`config.mk`:
```
export PLATFORM = sky130hd
export DESIGN_NAME = spi_cmd_regbank
export DESIGN_NICKNAME = d
export VERILOG_FILES = /design/src/rtl/spi_regbank_pkg.sv /design/src/rtl/spi_edge_sync.sv /design/src/rtl/spi_byte_shifter.sv /design/src/rtl/spi_reg_file.sv /design/src/rtl/spi_cmd_ctrl.sv /design/src/rtl/spi_cmd_regbank.sv
export SDC_FILE = /design/constraint.sdc
export NUM_CORES = 2
export LEC_CHECK = 0
export ABC_AREA = 1
export BUFFER_PORTS_ARGS = -buffer_cell sky130_fd_sc_hd__buf_2
export CORE_MARGIN = 3
export CORE_UTILIZATION = 60
export CTS_BUF_LIST = sky130_fd_sc_hd__clkbuf_4
export DETAILED_ROUTE_END_ITERATION = 10
export PLACE_DENSITY = 0.79
export SLEW_MARGIN = 20
export SYNTH_ARGS = -nofsm -noshare
export SYNTH_HDL_FRONTEND = slang
export SYNTH_SLANG_ARGS = --single-unit
```
`constraint.sdc`:
```
create_clock -name clk -period 3.3 [get_ports clk]
set_clock_uncertainty 0.1 [all_clocks]
set_input_delay 0 -clock clk [delete_from_list [all_inputs] [get_ports clk]]
set_output_delay 0 -clock clk [all_outputs]
set_load 0.1 [all_outputs]
```
`src/rtl/spi_regbank_pkg.sv`:
```
// Package: shared constants, opcode and write-kind types for the banked
// SPI register decoder. Assumes an 8-bit register width and a 5-bit address.
package spi_regbank_pkg;

    localparam int REG_W        = 8;
    localparam int ADDR_W       = 5;
    localparam int OP_W         = 3;
    localparam int NBANKS       = 4;
    localparam int BANK_W       = $clog2(NBANKS);
    localparam int SHARED_FIRST = 27;   // first address common to all banks

    localparam logic [REG_W-1:0] CMD_SOFT_RESET = 8'hFF;

    typedef enum logic [OP_W-1:0] {
        OP_RD_REG  = 3'b000,
        OP_RD_BUF  = 3'b001,
        OP_WR_REG  = 3'b010,
        OP_WR_BUF  = 3'b011,
        OP_BIT_SET = 3'b100,
        OP_BIT_CLR = 3'b101,
        OP_RSVD6   = 3'b110,
        OP_RSVD7   = 3'b111
    } opcode_e;

    typedef enum logic [1:0] {
        WOP_LOAD = 2'd0,
        WOP_SET  = 2'd1,
        WOP_CLR  = 2'd2
    } wr_kind_e;

    // Reads of these bank/address pairs are preceded by one dummy byte.
    function automatic logic needs_dummy(input logic [BANK_W-1:0] bank,
                                         input logic [ADDR_W-1:0] addr);
        logic slow;
        slow = 1'b0;
        if (bank == 2'd2 && addr <= 5'h1A) slow = 1'b1;
        if (bank == 2'd3 && (addr <= 5'h05 || addr == 5'h0A)) slow = 1'b1;
        return slow;
    endfunction

endpackage

```
`src/rtl/spi_edge_sync.sv`:
```
// Module: spi_edge_sync
// Brings SCK, chip select and MOSI into the system clock domain through
// STAGES flops each (equal latency keeps their relative timing) and turns
// SCK transitions into one-cycle edge pulses, qualified by chip select.
// Assumes SCK high and low phases each last several system clocks.
module spi_edge_sync #(
    parameter int STAGES = 2
) (
    input  logic clk,
    input  logic rst_n,
    input  logic sck_in,
    input  logic cs_n_in,
    input  logic mosi_in,
    output logic sck_rise,
    output logic sck_fall,
    output logic cs_active,
    output logic mosi_s
);

    localparam int TOP = STAGES - 1;

    logic [STAGES-1:0] sck_pipe;
    logic [STAGES-1:0] cs_pipe;
    logic [STAGES-1:0] mosi_pipe;
    logic              sck_last;

    // Synchronizer chains plus the delayed SCK copy used for edge detection.
    always_ff @(posedge clk) begin
        if (!rst_n) begin
            sck_pipe  <= '0;
            cs_pipe   <= '1;
            mosi_pipe <= '0;
            sck_last  <= 1'b0;
        end else begin
            sck_pipe  <= {sck_pipe[TOP-1:0], sck_in};
            cs_pipe   <= {cs_pipe[TOP-1:0], cs_n_in};
            mosi_pipe <= {mosi_pipe[TOP-1:0], mosi_in};
            sck_last  <= sck_pipe[TOP];
        end
    end

    assign cs_active = ~cs_pipe[TOP];
    assign sck_rise  = cs_active &  sck_pipe[TOP] & ~sck_last;
    assign sck_fall  = cs_active & ~sck_pipe[TOP] &  sck_last;
    assign mosi_s    = mosi_pipe[TOP];

endmodule

```
`src/rtl/spi_byte_shifter.sv`:
```
// Module: spi_byte_shifter
// Mode-0 byte framing: samples MOSI on rising edges and pulses byte_done
// with the assembled byte after every W bits; shifts tx_byte out MSB first
// on falling edges, loading it on the first falling edge of each byte slot.
// Assumes tx_byte is settled by the falling edge that follows byte_done.
module spi_byte_shifter #(
    parameter int W = 8
) (
    input  logic         clk,
    input  logic         rst_n,
    input  logic         cs_active,
    input  logic         sck_rise,
    input  logic         sck_fall,
    input  logic         mosi_s,
    input  logic [W-1:0] tx_byte,
    output logic [W-1:0] rx_byte,
    output logic         byte_done,
    output logic         miso
);

    localparam int CNT_W = $clog2(W);
    localparam logic [CNT_W-1:0] LAST_BIT = CNT_W'(W - 1);

    logic [CNT_W-1:0] bit_cnt;
    logic [W-1:0]     rx_sr;
    logic [W-1:0]     tx_sr;

    // Receive side: bit counter, input shift register and byte completion.
    always_ff @(posedge clk) begin
        if (!rst_n || !cs_active) begin
            bit_cnt   <= '0;
            rx_sr     <= '0;
            byte_done <= 1'b0;
            rx_byte   <= '0;
        end else begin
            byte_done <= 1'b0;
            if (sck_rise) begin
                rx_sr   <= {rx_sr[W-2:0], mosi_s};
                bit_cnt <= (bit_cnt == LAST_BIT) ? '0 : bit_cnt + 1'b1;
                if (bit_cnt == LAST_BIT) begin
                    byte_done <= 1'b1;
                    rx_byte   <= {rx_sr[W-2:0], mosi_s};
                end
            end
        end
    end

    // Transmit side: load at the start of a byte slot, shift otherwise.
    always_ff @(posedge clk) begin
        if (!rst_n || !cs_active) begin
            miso  <= 1'b0;
            tx_sr <= '0;
        end else if (sck_fall) begin
            if (bit_cnt == '0) begin
                miso  <= tx_byte[W-1];
                tx_sr <= {tx_byte[W-2:0], 1'b0};
            end else begin
                miso  <= tx_sr[W-1];
                tx_sr <= {tx_sr[W-2:0], 1'b0};
            end
        end
    end

    // MISO holds its value except on a falling SCK edge.
    assert_miso_hold_R2: assert property (@(posedge clk) disable iff (!rst_n)
        (cs_active && !sck_fall) |=> $stable(miso));

    // a completed byte is always the result of a rising SCK edge.
    assert_byte_on_rise_R1: assert property (@(posedge clk) disable iff (!rst_n)
        byte_done |-> $past(sck_rise));

endmodule

```
`src/rtl/spi_reg_file.sv`:
```
// Module: spi_reg_file
// Register storage: NBANKS banks of SHARED_FIRST bytes plus the registers
// from SHARED_FIRST to the top address, common to all banks. The two low
// bits of the top register select the bank. Writes load, OR in or clear
// bits; soft_rst clears everything. Read port is combinational.
module spi_reg_file
    import spi_regbank_pkg::*;
#(
    parameter int DATA_W       = REG_W,
    parameter int AW           = ADDR_W,
    parameter int BANKS        = NBANKS,
    parameter int FIRST_SHARED = SHARED_FIRST
) (
    input  logic                      clk,
    input  logic                      rst_n,
    input  logic                      soft_rst,
    input  logic                      wr_en,
    input  wr_kind_e                  wr_kind,
    input  logic [AW-1:0]             wr_addr,
    input  logic [DATA_W-1:0]         wr_data,
    input  logic [AW-1:0]             rd_addr,
    output logic [DATA_W-1:0]         rd_data,
    output logic [$clog2(BANKS)-1:0]  bank
);

    localparam int NREGS   = 2 ** AW;
    localparam int NSHARED = NREGS - FIRST_SHARED;
    localparam int BW      = $clog2(BANKS);
    localparam logic [AW-1:0] SHARED_BASE = AW'(FIRST_SHARED);
    localparam logic [AW-1:0] TOP_ADDR    = '1;

    logic [DATA_W-1:0]            shared_q [NSHARED];
    logic [BANKS-1:0][DATA_W-1:0] bank_rd;
    logic                         banked_side;

    // Combine the current value with the write data according to the kind.
    function automatic logic [DATA_W-1:0] merge(input logic [DATA_W-1:0] cur,
                                                input logic [DATA_W-1:0] d,
                                                input wr_kind_e k);
        case (k)
            WOP_SET: return cur | d;
            WOP_CLR: return cur & ~d;
            default: return d;
        endcase
    endfunction

    assign banked_side = (wr_addr < SHARED_BASE);

    // Registers common to all banks, including the bank selector.
    always_ff @(posedge clk) begin
        if (!rst_n || soft_rst) begin
            for (int s = 0; s < NSHARED; s++) shared_q[s] <= '0;
        end else if (wr_en && !banked_side) begin
            for (int s = 0; s < NSHARED; s++) begin
                if (wr_addr == SHARED_BASE + AW'(s))
                    shared_q[s] <= merge(shared_q[s], wr_data, wr_kind);
            end
        end
    end

    assign bank = shared_q[NSHARED-1][BW-1:0];

    generate
        for (genvar b = 0; b < BANKS; b++) begin : g_bank
            logic [DATA_W-1:0] regs_q [FIRST_SHARED];
            logic [DATA_W-1:0] rd_word;
            logic              hit;

            assign hit = wr_en && banked_side && (bank == BW'(b));

            // Per-bank storage, written only while this bank is selected.
            always_ff @(posedge clk) begin
                if (!rst_n || soft_rst) begin
                    for (int r = 0; r < FIRST_SHARED; r++) regs_q[r] <= '0;
                end else if (hit) begin
                    for (int r = 0; r < FIRST_SHARED; r++) begin
                        if (wr_addr == AW'(r))
                            regs_q[r] <= merge(regs_q[r], wr_data, wr_kind);
                    end
                end
            end

            // Per-bank read selection.
            always_comb begin
                rd_word = '0;
                for (int r = 0; r < FIRST_SHARED; r++) begin
                    if (rd_addr == AW'(r)) rd_word = regs_q[r];
                end
            end

            assign bank_rd[b] = rd_word;
        end
    endgenerate

    // Final read mux: common registers override the banked word.
    always_comb begin
        rd_data = bank_rd[bank];
        for (int s = 0; s < NSHARED; s++) begin
            if (rd_addr == SHARED_BASE + AW'(s)) rd_data = shared_q[s];
        end
    end

    // the bank changes only through a write to the top register or a soft reset.
    assert_bank_stable_R5: assert property (@(posedge clk) disable iff (!rst_n)
        (!(wr_en && wr_addr == TOP_ADDR) && !soft_rst) |=> $stable(bank));

    // a bit set on the selector leaves every set data bit high.
    assert_bit_set_R4: assert property (@(posedge clk) disable iff (!rst_n)
        (wr_en && wr_kind == WOP_SET && wr_addr == TOP_ADDR && !soft_rst)
        |=> ((bank & $past(wr_data[BW-1:0])) == $past(wr_data[BW-1:0])));

    // a bit clear on the selector leaves every set data bit low.
    assert_bit_clr_R4: assert property (@(posedge clk) disable iff (!rst_n)
        (wr_en && wr_kind == WOP_CLR && wr_addr == TOP_ADDR && !soft_rst)
        |=> ((bank & $past(wr_data[BW-1:0])) == '0));

endmodule

```
`src/rtl/spi_cmd_ctrl.sv`:
```
// Module: spi_cmd_ctrl
// Command sequencer: decodes the first byte of each chip-select frame and
// steps through the data bytes, producing register updates, buffer strobes,
// the soft-reset pulse and the next byte to transmit. Assumes buffer read
// data arrives one cycle after the read strobe.
module spi_cmd_ctrl
    import spi_regbank_pkg::*;
(
    input  logic              clk,
    input  logic              rst_n,
    input  logic              cs_active,
    input  logic              byte_done,
    input  logic [REG_W-1:0]  rx_byte,
    input  logic [BANK_W-1:0] bank,
    input  logic [REG_W-1:0]  rd_data,
    input  logic [REG_W-1:0]  buf_rdata,
    output logic [REG_W-1:0]  tx_byte,
    output logic [ADDR_W-1:0] reg_addr,
    output logic              wr_en,
    output wr_kind_e          wr_kind,
    output logic [REG_W-1:0]  wr_data,
    output logic              soft_rst,
    output logic              buf_rd_stb,
    output logic              buf_wr_stb,
    output logic [REG_W-1:0]  buf_wdata
);

    typedef enum logic [2:0] {
        ST_CMD,
        ST_RD_DUMMY,
        ST_RD_REG,
        ST_RD_BUF,
        ST_WR_REG,
        ST_WR_BUF,
        ST_IGNORE
    } state_e;

    state_e           state;
    opcode_e          op;
    logic             buf_pend;
    logic [REG_W-1:0] buf_hold;

    assign op = opcode_e'(rx_byte[REG_W-1 -: OP_W]);

    // Command decode and per-byte sequencing within one chip-select frame.
    always_ff @(posedge clk) begin
        if (!rst_n) begin
            state      <= ST_CMD;
            reg_addr   <= '0;
            wr_en      <= 1'b0;
            wr_kind    <= WOP_LOAD;
            wr_data    <= '0;
            soft_rst   <= 1'b0;
            buf_rd_stb <= 1'b0;
            buf_wr_stb <= 1'b0;
            buf_wdata  <= '0;
            buf_pend   <= 1'b0;
            buf_hold   <= '0;
        end else begin
            wr_en      <= 1'b0;
            soft_rst   <= 1'b0;
            buf_rd_stb <= 1'b0;
            buf_wr_stb <= 1'b0;
            buf_pend   <= buf_rd_stb;
            if (buf_pend) buf_hold <= buf_rdata;

            if (!cs_active) begin
                state <= ST_CMD;
            end else if (byte_done) begin
                case (state)
                    ST_CMD: begin
                        reg_addr <= rx_byte[ADDR_W-1:0];
                        if (rx_byte == CMD_SOFT_RESET) begin
                            soft_rst <= 1'b1;
                            state    <= ST_IGNORE;
                        end else begin
                            case (op)
                                OP_RD_REG: state <= needs_dummy(bank, rx_byte[ADDR_W-1:0])
                                                    ? ST_RD_DUMMY : ST_RD_REG;
                                OP_RD_BUF: begin
                                    buf_rd_stb <= 1'b1;
                                    state      <= ST_RD_BUF;
                                end
                                OP_WR_REG: begin
                                    wr_kind <= WOP_LOAD;
                                    state   <= ST_WR_REG;
                                end
                                OP_WR_BUF: state <= ST_WR_BUF;
                                OP_BIT_SET: begin
                                    wr_kind <= WOP_SET;
                                    state   <= ST_WR_REG;
                                end
                                OP_BIT_CLR: begin
                                    wr_kind <= WOP_CLR;
                                    state   <= ST_WR_REG;
                                end
                                default: state <= ST_IGNORE;
                            endcase
                        end
                    end
                    ST_RD_DUMMY: state <= ST_RD_REG;
                    ST_RD_BUF:   buf_rd_stb <= 1'b1;
                    ST_WR_REG: begin
                        wr_en   <= 1'b1;
                        wr_data <= rx_byte;
                        state   <= ST_IGNORE;
                    end
                    ST_WR_BUF: begin
                        buf_wr_stb <= 1'b1;
                        buf_wdata  <= rx_byte;
                    end
                    default: ;
                endcase
            end
        end
    end

    // Byte offered to the shifter for the next byte slot.
    always_comb begin
        case (state)
            ST_RD_REG: tx_byte = rd_data;
            ST_RD_BUF: tx_byte = buf_hold;
            default:   tx_byte = '0;
        endcase
    end

    // buffer read and write strobes never coincide.
    assert_strobe_excl_R7: assert property (@(posedge clk) disable iff (!rst_n)
        !(buf_rd_stb && buf_wr_stb));

    // a write strobe always follows a completed byte.
    assert_wr_stb_byte_R8: assert property (@(posedge clk) disable iff (!rst_n)
        buf_wr_stb |-> $past(byte_done));

    // a register update always follows a completed byte.
    assert_reg_wr_byte_R3: assert property (@(posedge clk) disable iff (!rst_n)
        wr_en |-> $past(byte_done));

    // once chip select is released no action is issued.
    assert_idle_when_deselected_R10: assert property (@(posedge clk) disable iff (!rst_n)
        !cs_active |=> (!wr_en && !soft_rst && !buf_rd_stb && !buf_wr_stb));

endmodule

```
`src/rtl/spi_cmd_regbank.sv`:
```
// Module: spi_cmd_regbank (top)
// SPI mode-0 slave that decodes register and buffer commands against a
// four-bank register file. Assumes SCK runs well below clk (each SCK
// phase lasts at least eight clk cycles) and a buffer memory that answers
// a read strobe on the next cycle.
module spi_cmd_regbank
    import spi_regbank_pkg::*;
#(
    parameter int SYNC_STAGES = 2
) (
    input  logic             clk,
    input  logic             rst_n,
    input  logic             spi_sck,
    input  logic             spi_cs_n,
    input  logic             spi_mosi,
    output logic             spi_miso,
    output logic             buf_rd_stb,
    input  logic [REG_W-1:0] buf_rdata,
    output logic             buf_wr_stb,
    output logic [REG_W-1:0] buf_wdata
);

    logic              sck_rise, sck_fall, cs_active, mosi_s;
    logic              byte_done;
    logic [REG_W-1:0]  rx_byte, tx_byte;
    logic [ADDR_W-1:0] reg_addr;
    logic              wr_en, soft_rst;
    wr_kind_e          wr_kind;
    logic [REG_W-1:0]  wr_data, rd_data;
    logic [BANK_W-1:0] bank;

    spi_edge_sync #(.STAGES(SYNC_STAGES)) i_sync (
        .clk       (clk),
        .rst_n     (rst_n),
        .sck_in    (spi_sck),
        .cs_n_in   (spi_cs_n),
        .mosi_in   (spi_mosi),
        .sck_rise  (sck_rise),
        .sck_fall  (sck_fall),
        .cs_active (cs_active),
        .mosi_s    (mosi_s)
    );

    spi_byte_shifter #(.W(REG_W)) i_shift (
        .clk       (clk),
        .rst_n     (rst_n),
        .cs_active (cs_active),
        .sck_rise  (sck_rise),
        .sck_fall  (sck_fall),
        .mosi_s    (mosi_s),
        .tx_byte   (tx_byte),
        .rx_byte   (rx_byte),
        .byte_done (byte_done),
        .miso      (spi_miso)
    );

    spi_cmd_ctrl i_ctrl (
        .clk        (clk),
        .rst_n      (rst_n),
        .cs_active  (cs_active),
        .byte_done  (byte_done),
        .rx_byte    (rx_byte),
        .bank       (bank),
        .rd_data    (rd_data),
        .buf_rdata  (buf_rdata),
        .tx_byte    (tx_byte),
        .reg_addr   (reg_addr),
        .wr_en      (wr_en),
        .wr_kind    (wr_kind),
        .wr_data    (wr_data),
        .soft_rst   (soft_rst),
        .buf_rd_stb (buf_rd_stb),
        .buf_wr_stb (buf_wr_stb),
        .buf_wdata  (buf_wdata)
    );

    spi_reg_file #(
        .DATA_W       (REG_W),
        .AW           (ADDR_W),
        .BANKS        (NBANKS),
        .FIRST_SHARED (SHARED_FIRST)
    ) i_regs (
        .clk      (clk),
        .rst_n    (rst_n),
        .soft_rst (soft_rst),
        .wr_en    (wr_en),
        .wr_kind  (wr_kind),
        .wr_addr  (reg_addr),
        .wr_data  (wr_data),
        .rd_addr  (reg_addr),
        .rd_data  (rd_data),
        .bank     (bank)
    );

    // nothing is driven toward the host or the buffer while deselected.
    assert_quiet_deselected_R11: assert property (@(posedge clk) disable iff (!rst_n)
        (spi_cs_n && $past(spi_cs_n) && $past(spi_cs_n, 2) && $past(spi_cs_n, 3))
        |=> (!spi_miso && !buf_wr_stb));

endmodule

```
==> impl_metrics.py <==
metrics = {
    "pwr": {
        "peakVddDrop_uv": 448,
        "power_density_mw_per_mm2": 447,
        "p_leak_nw": 20.1,
    },
    "placed_design": {
        "dp_cells": 6521,
        "hpwl_um": 98300,
        "placed_area_mm2": 0.0518,
        "portBuffers": 23,
        "place_congestion": 0.954,
    },
    "timing": {
        "worst_slack_ns": -0.638,
        "min_period_ns": 3.94,
        "fin_crit_sh_pct": 119,
        "finalHoldViolations": 0,
        "maxSlewHeadroom_pct": 25.9,
        "hold_slack_ns": 0.327,
        "slew_violations": 0,
        "timing.fmax_ghz": 0.254,
        "rsz0062_at_grt": "true",
        "final-setup-viol-count": 9,
        "tightest_slew_ns": 1.11,
    },
    "drt": {
        "vias": 44398,
        "drt_pre_antenna_iters": 7,
        "drcViolationCount": 0,
        "routedWlPerCell_um": 22.9,
        "drt_iter0_drc": 6776,
        "ant_nets": 0,
        "avgViaCountPerCell": 6.30,
        "wl_um": 162000,
    },
    "grt": {
        "grt_pass1_vias": 42869,
        "track_usage_pct": 38.4,
        "antenna_found_initial": 3,
        "grt_max_degree": 178,
        "overflow": 0,
        "grt_pass1_wl_um": 244000,
    },
    "layout": {
        "fill_cells": 5790,
        "nNetsFinal": 5805,
        "fin_util_pct": 71.0,
        "fin_area_mm2": 0.0562,
        "most-common-layout-cells": "1030 x nor2_1, 982 x o21ai_0, 904 x edfxtp_1",
        "stdcell_count": 7044,
        "syn_to_final_growth_pct": 17.2,
        "layout_commonest_cell": "nor2_1",
        "drive_above_1_share_pct": 18.7,
    },
    "critical_path": {
        "timing.rr.start": "i_ctrl.reg_addr[1]",
        "critPathSlowestCell": "dfxtp_2",
        "path_common_cell": "nand2_1",
        "crit_end": "i_shift.tx_sr[2]",
        "cp_top_family": "simple AND/OR/NAND/NOR gates",
        "criticalPathCategory": "reg -> reg",
        "rr_endpoint": "i_shift.tx_sr[2]",
        "worst_setup_path_end_kind": "flip-flop",
        "crit_path_start_kind": "flip-flop",
        "r2r_cells": 32,
        "worstPathRequired_ns": 4.20,
        "cp_num_cells": 32,
        "startpoint": "i_ctrl.reg_addr[1]",
        "crit_fanout": 14,
        "rrSetupSlack_ns": -0.64,
        "critPathBufInv": 3,
        "arrival_ns": 4.84,
        "cpPeakStageDelay_ns": 0.34,
    },
    "floorplan": {
        "dieArea_mm2": 0.0833,
        "ioPinCount": 24,
        "die_w_um": 289,
        "row_count": 103,
        "start_util_pct": 60.6,
        "coreArea_mm2": 0.0791,
        "die_h_um": 289,
    },
    "synth": {
        "syn_nets": 5387,
        "seq_area_frac_synth_pct": 59.7,
        "syn-cell-area_mm2": 0.0479,
        "yosysUniqueCellTypes": 37,
        "synthCells": 5369,
        "ys_warn_count": 0,
        "ys_seq_elements": 977,
        "syn_area_per_cell_um2": 8.93,
    },
    "cts": {
        "numCtsBuffers": 239,
        "clk_pin_slew_ns": 0.07,
        "clock_sinks": 977,
        "cts_tree": "built",
        "cts_root_buffer": "clkbuf_4",
        "cts_buffer_depth": 3,
        "insertion_delay_ns": 1.15,
        "htree_levels": 4,
    },
    "min_path": {
        "hold_path.class": "reg -> reg",
    },
    "flow_run": {
        "cap_violations": 0,
    },
    "run_status": {
        "violations": "negative setup slack",
        "status": "complete, but fails checks",
    },
}
where the power goes:
group          total [mW]  leakage [nW]  internal [mW]  switching (mW)
Combinational       0.870          8.27          0.267           0.603
Sequential           14.0          10.0           13.8           0.191
Clock                10.3          1.81           5.04            5.21
metrics by stage:
stage	setup WS, ns	total power [mW]	setup TNS (ns)
floorplan	0.176	14.6	0
global placement	-0.652	15.0	-152.50
detailed placement	-0.710	15.1	-152.60
CTS	-0.510	25.1	-3.38
global route	-0.742	25.9	-5.49
finish	-0.638	25.1	-4.57
layer usage:
layer	track usage, %	vias up	wire (um)
li1	-	19358	-
met1	50.2	20453	55200
met2	58.0	3809	70800
met3	11.6	778	25600
met4	20.6	0	9900
met5	0	-	0
sequential cells by signal, summed over array words and instances, names as in the netlist, 2 cells and up:
| name | flops |
|---|---|
| i_sync.mosi_pipe | 2 |
| i_ctrl.wr_data | 8 |
| i_sync.cs_pipe | 2 |
| i_shift.rx_sr | 7 |
| i_regs.shared_q | 40 |
| i_shift.rx_byte | 8 |
| i_sync.sck_pipe | 2 |
| i_ctrl.reg_addr | 5 |
| i_ctrl.buf_hold | 8 |
| i_regs.g_bank.regs_q | 864 |
| i_ctrl.state | 3 |
| i_ctrl.wr_kind | 2 |
| i_ctrl.buf_wdata | 8 |
| i_shift.bit_cnt | 3 |
| i_shift.tx_sr | 7 |
cell families (layout without fill, tap and decap cells):
group	after synthesis	after routing	synth area share, %
and+or+nand+nor	2402	2402	20.7
AOI/OAI and AO/OA	1248	1248	13.6
DFF	977	977	59.7
buffers and inverters	737	1354	5.88
adders and majority gates	5	5	0.130
other	0	8	0
worst reg2reg max path: cells and delay by family (launching register included):
kind / cells / cell delay [ns]
and+or+nand+nor: 28 / 2.91
buffers and inverters: 3 / 0.42
DFF: 1 / 0.34
AOI/OAI and AO/OA: 1 / 0.05
cell type report:
class | instances | area (um2) | area share [%]
sequential | 977 | 28700 | 51.0
multi-input combinational | 3655 | 17000 | 30.3
timing repair buffer | 540 | 4680 | 8.32
clock buffer | 343 | 2570 | 4.58
inverter | 374 | 1420 | 2.53
tap | 1050 | 1310 | 2.34
clock inverter | 97 | 507 | 0.901
antenna | 8 | 20.0 | 0.0356
Yosys cell counts (all sizes together):
library cell | count | area [um2]
buf | 69 | 310
o22ai | 1 | 6.26
a21boi | 1 | 7.51
o211ai | 1 | 7.51
edfxtp | 904 | 27100
nand4 | 178 | 1110
dfxtp | 73 | 1460
a41oi | 1 | 8.76
nand2 | 889 | 3340
o31ai | 1 | 7.51
o21ai | 992 | 4960
or2 | 77 | 482
nor2 | 1103 | 4200
o21bai | 2 | 15.0
clkbuf | 294 | 1100
ha | 5 | 62.6
inv | 359 | 1350
a31oi | 4 | 25.0
a21oi | 140 | 701
a211oi | 104 | 781
nor4 | 1 | 6.26
clkinv | 15 | 56.3
nor3 | 10 | 66.3
o21a | 1 | 7.51
nand3 | 144 | 726
timing repair:
action / 4_1_cts / 5_1_grt
pin swaps: 70 / 98
hold buffers: 41 / 0
endpoints found under the hold margin: 1483 / 0
setup buffers: 17 / 19
gates resized for setup: 125 / 63
setup endpoints to repair: 1369 / 596
cloned: 1 / 1
how the worst min path moves through the flow:
stage                       from                  end  cells past startpoint
3_5_place_dp             spi_sck   i_sync.sck_pipe[0]                      3
3_3_place_gp             spi_sck   i_sync.sck_pipe[0]                      3
2_1_floorplan           spi_mosi  i_sync.mosi_pipe[0]                      2
6_report       i_sync.cs_pipe[0]    i_sync.cs_pipe[1]                      1
5_1_grt                    rst_n    i_ctrl.wr_kind[1]                      5
4_1_cts                    rst_n    i_ctrl.wr_kind[1]                      5
No activity file was read; power rests on OpenSTA's default activity.
